**config.mk**
```make
export PLATFORM = sky130hd
export DESIGN_NAME = dbl_list_status
export DESIGN_NICKNAME = d
export VERILOG_FILES = /design/src/rtl/dls_pkg.sv /design/src/rtl/dls_bus_port.sv /design/src/rtl/dls_list_sel.sv /design/src/rtl/dls_res_track.sv /design/src/rtl/dls_fault_ready.sv /design/src/rtl/dbl_list_status.sv
export SDC_FILE = /design/constraint.sdc
export NUM_CORES = 1
export LEC_CHECK = 0
export BUFFER_PORTS_ARGS = -buffer_cell sky130_fd_sc_hd__buf_2
export CAP_MARGIN = 20
export CORE_AREA = 2 2 39 41
export DETAILED_ROUTE_END_ITERATION = 8
export DIE_AREA = 0 0 41 43
export SYNTH_ARGS = -nofsm -noshare
export SYNTH_HDL_FRONTEND = slang
export SYNTH_SLANG_ARGS = --single-unit
```
**constraint.sdc**
```tcl
create_clock -name clk -period 1.45 [get_ports clk]
set_input_delay 0 -clock clk [delete_from_list [all_inputs] [get_ports clk]]
set_output_delay 0 -clock clk [all_outputs]
set_load 0.02 [all_outputs]
```
**src/rtl/dls_pkg.sv**
```systemverilog
// Package: shared field positions and the status byte layout for the
// list-select status block. Assumes an 8-bit register.
package dls_pkg;

    localparam int STS_W   = 8;
    localparam int CMD_POS = 7;
    localparam int RES_POS = 6;
    localparam int ERR_POS = 5;
    localparam int RDY_POS = 3;

    typedef struct packed {
        logic       cmd_sel;
        logic       res_sel;
        logic       fault;
        logic       rsvd;
        logic       ready;
        logic [2:0] pad;
    } sts_t;

    // Assemble a status byte with reserved and pad fields held at zero.
    function automatic sts_t make_sts(input logic c, input logic r,
                                      input logic f, input logic rd);
        sts_t s;
        s.cmd_sel = c;
        s.res_sel = r;
        s.fault   = f;
        s.rsvd    = 1'b0;
        s.ready   = rd;
        s.pad     = 3'b000;
        return s;
    endfunction

endpackage

```
**src/rtl/dls_bus_port.sv**
```systemverilog
// Module: register decode for the status byte. It qualifies select writes
// with the enable/privilege rule and muxes read data. Assumes a single
// register at STS_ADDR; every other address reads zero.
module dls_bus_port
    import dls_pkg::*;
#(
    parameter int          ADDR_W   = 4,
    parameter int unsigned STS_ADDR = 2
) (
    input  logic              bus_we,
    input  logic [ADDR_W-1:0] bus_addr,
    input  logic              enable,
    input  logic              priv_access,
    input  sts_t              sts,
    output logic              sel_wr,
    output logic [STS_W-1:0]  rdata
);
    localparam logic [ADDR_W-1:0] HIT_ADDR = ADDR_W'(STS_ADDR);

    logic hit;

    // Decode address and write permission.
    always_comb begin
        hit    = (bus_addr == HIT_ADDR);
        sel_wr = bus_we && hit && (!enable || priv_access);
    end

    // Read mux with reserved bits forced to zero.
    always_comb begin
        rdata = '0;
        if (hit) begin
            rdata[CMD_POS] = sts.cmd_sel;
            rdata[RES_POS] = sts.res_sel;
            rdata[ERR_POS] = sts.fault;
            rdata[RDY_POS] = sts.ready;
        end
    end

endmodule

```
**src/rtl/dls_list_sel.sv**
```systemverilog
// Module: one list-select bit. Priority: single-buffer force, clear,
// software write, toggle. Assumes toggle is already qualified by the caller.
module dls_list_sel (
    input  logic clk,
    input  logic rst_n,
    input  logic dbl_mode,
    input  logic clr,
    input  logic wr_en,
    input  logic wr_val,
    input  logic toggle,
    output logic sel
);
    // Select register update.
    always_ff @(posedge clk) begin
        if (!rst_n)                 sel <= 1'b0;
        else if (!dbl_mode || clr)  sel <= 1'b0;
        else if (wr_en)             sel <= wr_val;
        else if (toggle)            sel <= ~sel;
    end

endmodule

```
**src/rtl/dls_res_track.sv**
```systemverilog
// Module: decides when the result-list select swaps. It keeps the
// initial-fill mark. Assumes strobes are one cycle wide per event.
module dls_res_track (
    input  logic clk,
    input  logic rst_n,
    input  logic clr,
    input  logic halted,
    input  logic first_stored,
    input  logic seq_abort,
    output logic toggle
);
    logic filled;

    // Initial-fill mark: set by the first stored first result.
    always_ff @(posedge clk) begin
        if (!rst_n || clr)                 filled <= 1'b0;
        else if (first_stored && !halted)  filled <= 1'b1;
    end

    // One toggle per cycle, however many events coincide.
    always_comb begin
        toggle = !halted && ((first_stored && filled) || seq_abort);
    end

endmodule

```
**src/rtl/dls_fault_ready.sv**
```systemverilog
// Module: latched uncorrectable-error flag and the ready indication.
// Assumes seq_idle is a level from the sequencer.
module dls_fault_ready (
    input  logic clk,
    input  logic rst_n,
    input  logic enable,
    input  logic soft_rst,
    input  logic ecc_dbl_err,
    input  logic seq_idle,
    input  logic seq_abort,
    output logic fault,
    output logic ready
);
    logic idle_q;

    // Fault latch: cleared by disable or soft reset, set by error strobe.
    always_ff @(posedge clk) begin
        if (!rst_n)                   fault <= 1'b0;
        else if (!enable || soft_rst) fault <= 1'b0;
        else if (ecc_dbl_err)         fault <= 1'b1;
    end

    // Registered idle with no abort work pending.
    always_ff @(posedge clk) begin
        if (!rst_n) idle_q <= 1'b1;
        else        idle_q <= seq_idle && !seq_abort;
    end

    // Ready only when idle and not halted.
    always_comb ready = idle_q && !fault;

endmodule

```
**src/rtl/dbl_list_status.sv**
```systemverilog
// Module: top of the list-select status block. It ties the bus decode,
// the two list selects, the result swap tracker and the fault/ready logic.
// Assumes all event inputs are synchronous to clk.
module dbl_list_status
    import dls_pkg::*;
#(
    parameter int          ADDR_W   = 4,
    parameter int unsigned STS_ADDR = 2
) (
    input  logic              clk,
    input  logic              rst_n,
    input  logic              enable,
    input  logic              priv_access,
    input  logic              cmd_dbl_mode,
    input  logic              res_dbl_mode,
    input  logic              load_ok,
    input  logic              restart,
    input  logic              soft_rst,
    input  logic              first_stored,
    input  logic              seq_abort,
    input  logic              ecc_dbl_err,
    input  logic              seq_idle,
    input  logic              bus_we,
    input  logic [ADDR_W-1:0] bus_addr,
    input  logic [STS_W-1:0]  bus_wdata,
    output logic [STS_W-1:0]  bus_rdata,
    output logic              seq_halt
);
    logic sel_wr;
    logic cmd_sel;
    logic res_sel;
    logic fault;
    logic ready;
    logic cmd_toggle;
    logic res_toggle;
    sts_t sts;

    // Status byte assembly and command swap qualification.
    always_comb begin
        sts        = make_sts(cmd_sel, res_sel, fault, ready);
        cmd_toggle = restart && load_ok && ready && !fault;
        seq_halt   = fault;
    end

    dls_bus_port #(
        .ADDR_W   (ADDR_W),
        .STS_ADDR (STS_ADDR)
    ) u_bus (
        .bus_we      (bus_we),
        .bus_addr    (bus_addr),
        .enable      (enable),
        .priv_access (priv_access),
        .sts         (sts),
        .sel_wr      (sel_wr),
        .rdata       (bus_rdata)
    );

    dls_fault_ready u_fault (
        .clk         (clk),
        .rst_n       (rst_n),
        .enable      (enable),
        .soft_rst    (soft_rst),
        .ecc_dbl_err (ecc_dbl_err),
        .seq_idle    (seq_idle),
        .seq_abort   (seq_abort),
        .fault       (fault),
        .ready       (ready)
    );

    dls_res_track u_rtrk (
        .clk          (clk),
        .rst_n        (rst_n),
        .clr          (soft_rst),
        .halted       (fault),
        .first_stored (first_stored),
        .seq_abort    (seq_abort),
        .toggle       (res_toggle)
    );

    dls_list_sel u_cmd (
        .clk      (clk),
        .rst_n    (rst_n),
        .dbl_mode (cmd_dbl_mode),
        .clr      (soft_rst),
        .wr_en    (sel_wr),
        .wr_val   (bus_wdata[CMD_POS]),
        .toggle   (cmd_toggle),
        .sel      (cmd_sel)
    );

    dls_list_sel u_res (
        .clk      (clk),
        .rst_n    (rst_n),
        .dbl_mode (res_dbl_mode),
        .clr      (soft_rst),
        .wr_en    (sel_wr),
        .wr_val   (bus_wdata[RES_POS]),
        .toggle   (res_toggle),
        .sel      (res_sel)
    );

endmodule

```
==> summary.txt <==
==========================================================================================
Cell at the root of the clock tree                                            sky130_fd_sc_hd__clkbuf_4
DIE AREA                                                                          1760 µm²
Count of state elements after synthesis                                                  5
Type of the tightest min-delay check                                             in -> reg
Compound-cell area share of the yosys netlist                                        0.142
Largest net degree at the start of global routing                                        7
First-pass GRT wire length                                                         1300 µm
Nets                                                                                   101
Fraction of the yosys area taken by sequential cells                                 0.325
Portion of total power attributed to the clock network                               0.439
Post-route insts no fill                                                                90
Average cell area after synthesis                                                 8.10 µm²
Detail-routed net length per standard cell                                         9.24 µm
Dominant combinational cell family by area after synthesis                    simple AND/OR/NAND/NOR gates
Final cell area excluding filler cells                                             541 µm²
Number of iterations in the first detailed-routing pass                                  2
Remaining global-route overflow                                                          0
Initial Util                                                                         0.222
Switching share of total power                                                       0.270
Final count of hold timing violations                                                    0
Max Clk Rate                                                                       817 MHz
Share of synthesized area spent on multiplexers                                          0
Library cell with the highest instance count after synthesis                  sky130_fd_sc_hd__dfxtp_1
Starting DRT DRC Count                                                                   2
TritonCTS buffer count                                                                   3
Total net switching power                                                       0.000109 W
Area of placed instances                                                           444 µm²
Power share of the combinational group                                               0.196
Weighted congestion reported at the end of routability-driven placement              0.739
Antenna violation net count after detailed routing                                       0
Share of synthesized cell area in full adder, half adder and majority cells              0
Clock Path Buffers                                                                       2
Required @ worst endpoint                                                          1590 ps
Dominant register cell in the synthesized netlist                             sky130_fd_sc_hd__dfxtp_1
Proportion of register bits with asynchronous set or reset after synthesis               0
Via count of the first global-routing pass                                             342
Layout overhead on the synthesized area                                              75.6%
Chip Height                                                                          43 µm
Category of the worst setup path launch point                                 primary input
XOR/XNOR Fraction of Synth Area                                                     0.0285
Final Max Slew Viols                                                                     0
Number of placement rows                                                                14
CTS H-tree depth                                                                         1
RSZ-0062 raised after global routing                                                 false
Worst hold path depth                                                                    3
Number of cells on the worst reg-to-reg path                                             3
Ratio of final minimum period to clock period                                        0.844
Yosys top cell area share                                                            0.325
Internal Pwr Total                                                              0.000293 W
Final Routed Wirelength                                                             832 µm
Largest area contributor in the synthesized netlist                           sky130_fd_sc_hd__dfxtp_1
Simple-gate portion of the synthesized area                                          0.346
Instance count of the mapped netlist                                                    38
Worst Skew                                                                         4.05 ps
Library cells used by synthesis                                                         20
Top fanout value on the critical path                                                    2
Minimum period implied by the final worst setup slack                              1220 ps
Port Buffers                                                                            24
Cell area power density                                                         742 nW/µm²
Filler instances                                                                       153
Sinks on the clock net                                                                   5
Count of flip-flops with a built-in enable after synthesis                               0
Count of boundary I/O pins                                                              35
Post-Place Cells                                                                        79
Final count of negative-setup-slack endpoints                                            0
Most numerous cell types in the synthesized netlist                           sky130_fd_sc_hd__dfxtp_1 (5), sky130_fd_sc_hd__buf_4 (4), sky130_fd_sc_hd__inv_1 (4)
Post-CTS repair timing setup buffer count                                                0
TritonCTS clock tree                                                                 built
R2R setup slack                                                                     230 ps
Total of max-cap violations                                                              0
Synthesized cell area                                                              308 µm²
Initial antenna violation count                                                          0
Peak supply drop                                                                0.000470 V
Count of unresolved DRC violations after routing                                         0
Status                                                                           completed
Width of the die                                                                     41 µm
Detail-routed via count per cell                                                      4.31
Pleak                                                                             0.267 nW
Sort of element at the end of the critical path                                  flip-flop
Yosys Warn Count                                                                         0
Top post-synthesis cells by area                                              sky130_fd_sc_hd__dfxtp_1 (33%), sky130_fd_sc_hd__buf_4 (9.8%), sky130_fd_sc_hd__o21ai_0 (4.9%)
Count of vias placed by the detailed router                                            388
Skew-Pair Late Insertion Delay                                                      260 ps
Fraction of layout instances using a drive strength above 1                          0.405
CORE AREA                                                                         1380 µm²
Overall routing resource usage                                                       0.127
HPWL Detailed                                                                       653 µm
Startpoint-to-endpoint class of the critical path                                in -> reg
Diode insertion count for antenna repair                                                 0
Arrival @ worst endpoint                                                           1360 ps
Proportion of power drawn by flip-flops and latches                                  0.365
Clk pin slew, worst setup/hold paths                                                 50 ps
==========================================================================================
-- critical path, stage by stage --
cell and delay, ps:
sky130_fd_sc_hd__buf_2 100, sky130_fd_sc_hd__or4b_4 530, sky130_fd_sc_hd__or3_1 380, sky130_fd_sc_hd__a2111oi_1 350
-- area by class of cell --
cell class              count  area, µm²  area share
repair buffers             33        205       0.380
multi-input cells          28        174       0.322
flip-flops and latches      5        100       0.185
clock buffers               4       26.3      0.0486
well taps                  16       20.0      0.0370
inverters                   4       15.0      0.0278
-- registers in the layout, indices dropped and copies added (netlist names) --
name	count
u_res.sel	1
u_cmd.sel	1
u_rtrk.filled	1
u_fault.fault	1
u_fault.idle_q	1
-- metal layers --
| layer | part of all wire | track usage |
|---|---|---|
| met5 | 0 | 0 |
| met3 | 0.15 | 0.0942 |
| met1 | 0.38 | 0.120 |
| met4 | 0.040 | 0.120 |
| met2 | 0.44 | 0.166 |
-- logic make-up (layout without fill, tap and decap cells) --
family | count (synthesis) | count (layout)
and+or+nand+nor | 16 | 16
buffers and inverters | 8 | 41
AOI/OAI and AO/OA | 7 | 7
DFF | 5 | 5
other | 1 | 4
xor gates and xnor gates | 1 | 1
-- placed cells by master, fill, tap and decap left out, drive strengths merged --
cell         count
o21ai            3
clkbuf           4
a21oi            2
nor4b            1
a311oi           1
conb             4
nand4b           1
or3              2
dfxtp            5
buf             26
dlygate4sd3      7
nand3b           1
and3             1
xor2             1
a2111oi          1
nor2b            1
nand2b           1
inv              4
and2             2
or4b             1
nor2             3
nor4             2
-- metrics by stage --
stage / setup WS (ps) / power, W / TNS (ps) / hold slack, ps / util
floorplan: 139 / 0.000187 / 0 / 76.2 / -
global placement: -3.62 / 0.000212 / -3.62 / 211 / 0.321
detailed placement: -39.3 / 0.000214 / -39.3 / 213 / 0.321
CTS: 212 / 0.000408 / 0 / 1.85 / 0.391
global route: 117 / 0.000431 / 0 / 15.0 / 0.391
finish: 226 / 0.000401 / 0 / 4.42 / 0.391
-- power by group through the flow --
stage                     Clock (W)  Sequential, W  Combinational (W)
final                      0.000176       0.000147          0.0000785
after global routing       0.000194       0.000147          0.0000888
after CTS                  0.000182       0.000147          0.0000794
after detailed placement          0       0.000149          0.0000643
after global placement            0       0.000149          0.0000630
after floorplan                   0       0.000149          0.0000380
-- worst paths after layout --
check,startpoint,end
worst max register to register,u_fault.fault,u_cmd.sel
worst max-delay path,bus_addr[3],u_cmd.sel
worst min-delay path,soft_rst,u_res.sel
worst min register to register,u_rtrk.filled,u_rtrk.filled
-- repair_timing --
action	in CTS	in global routing
hold buffers	7	0
resized for setup	0	0
hold endpoints to repair	5	0
Note: power is estimated with default switching activity, not from simulation.
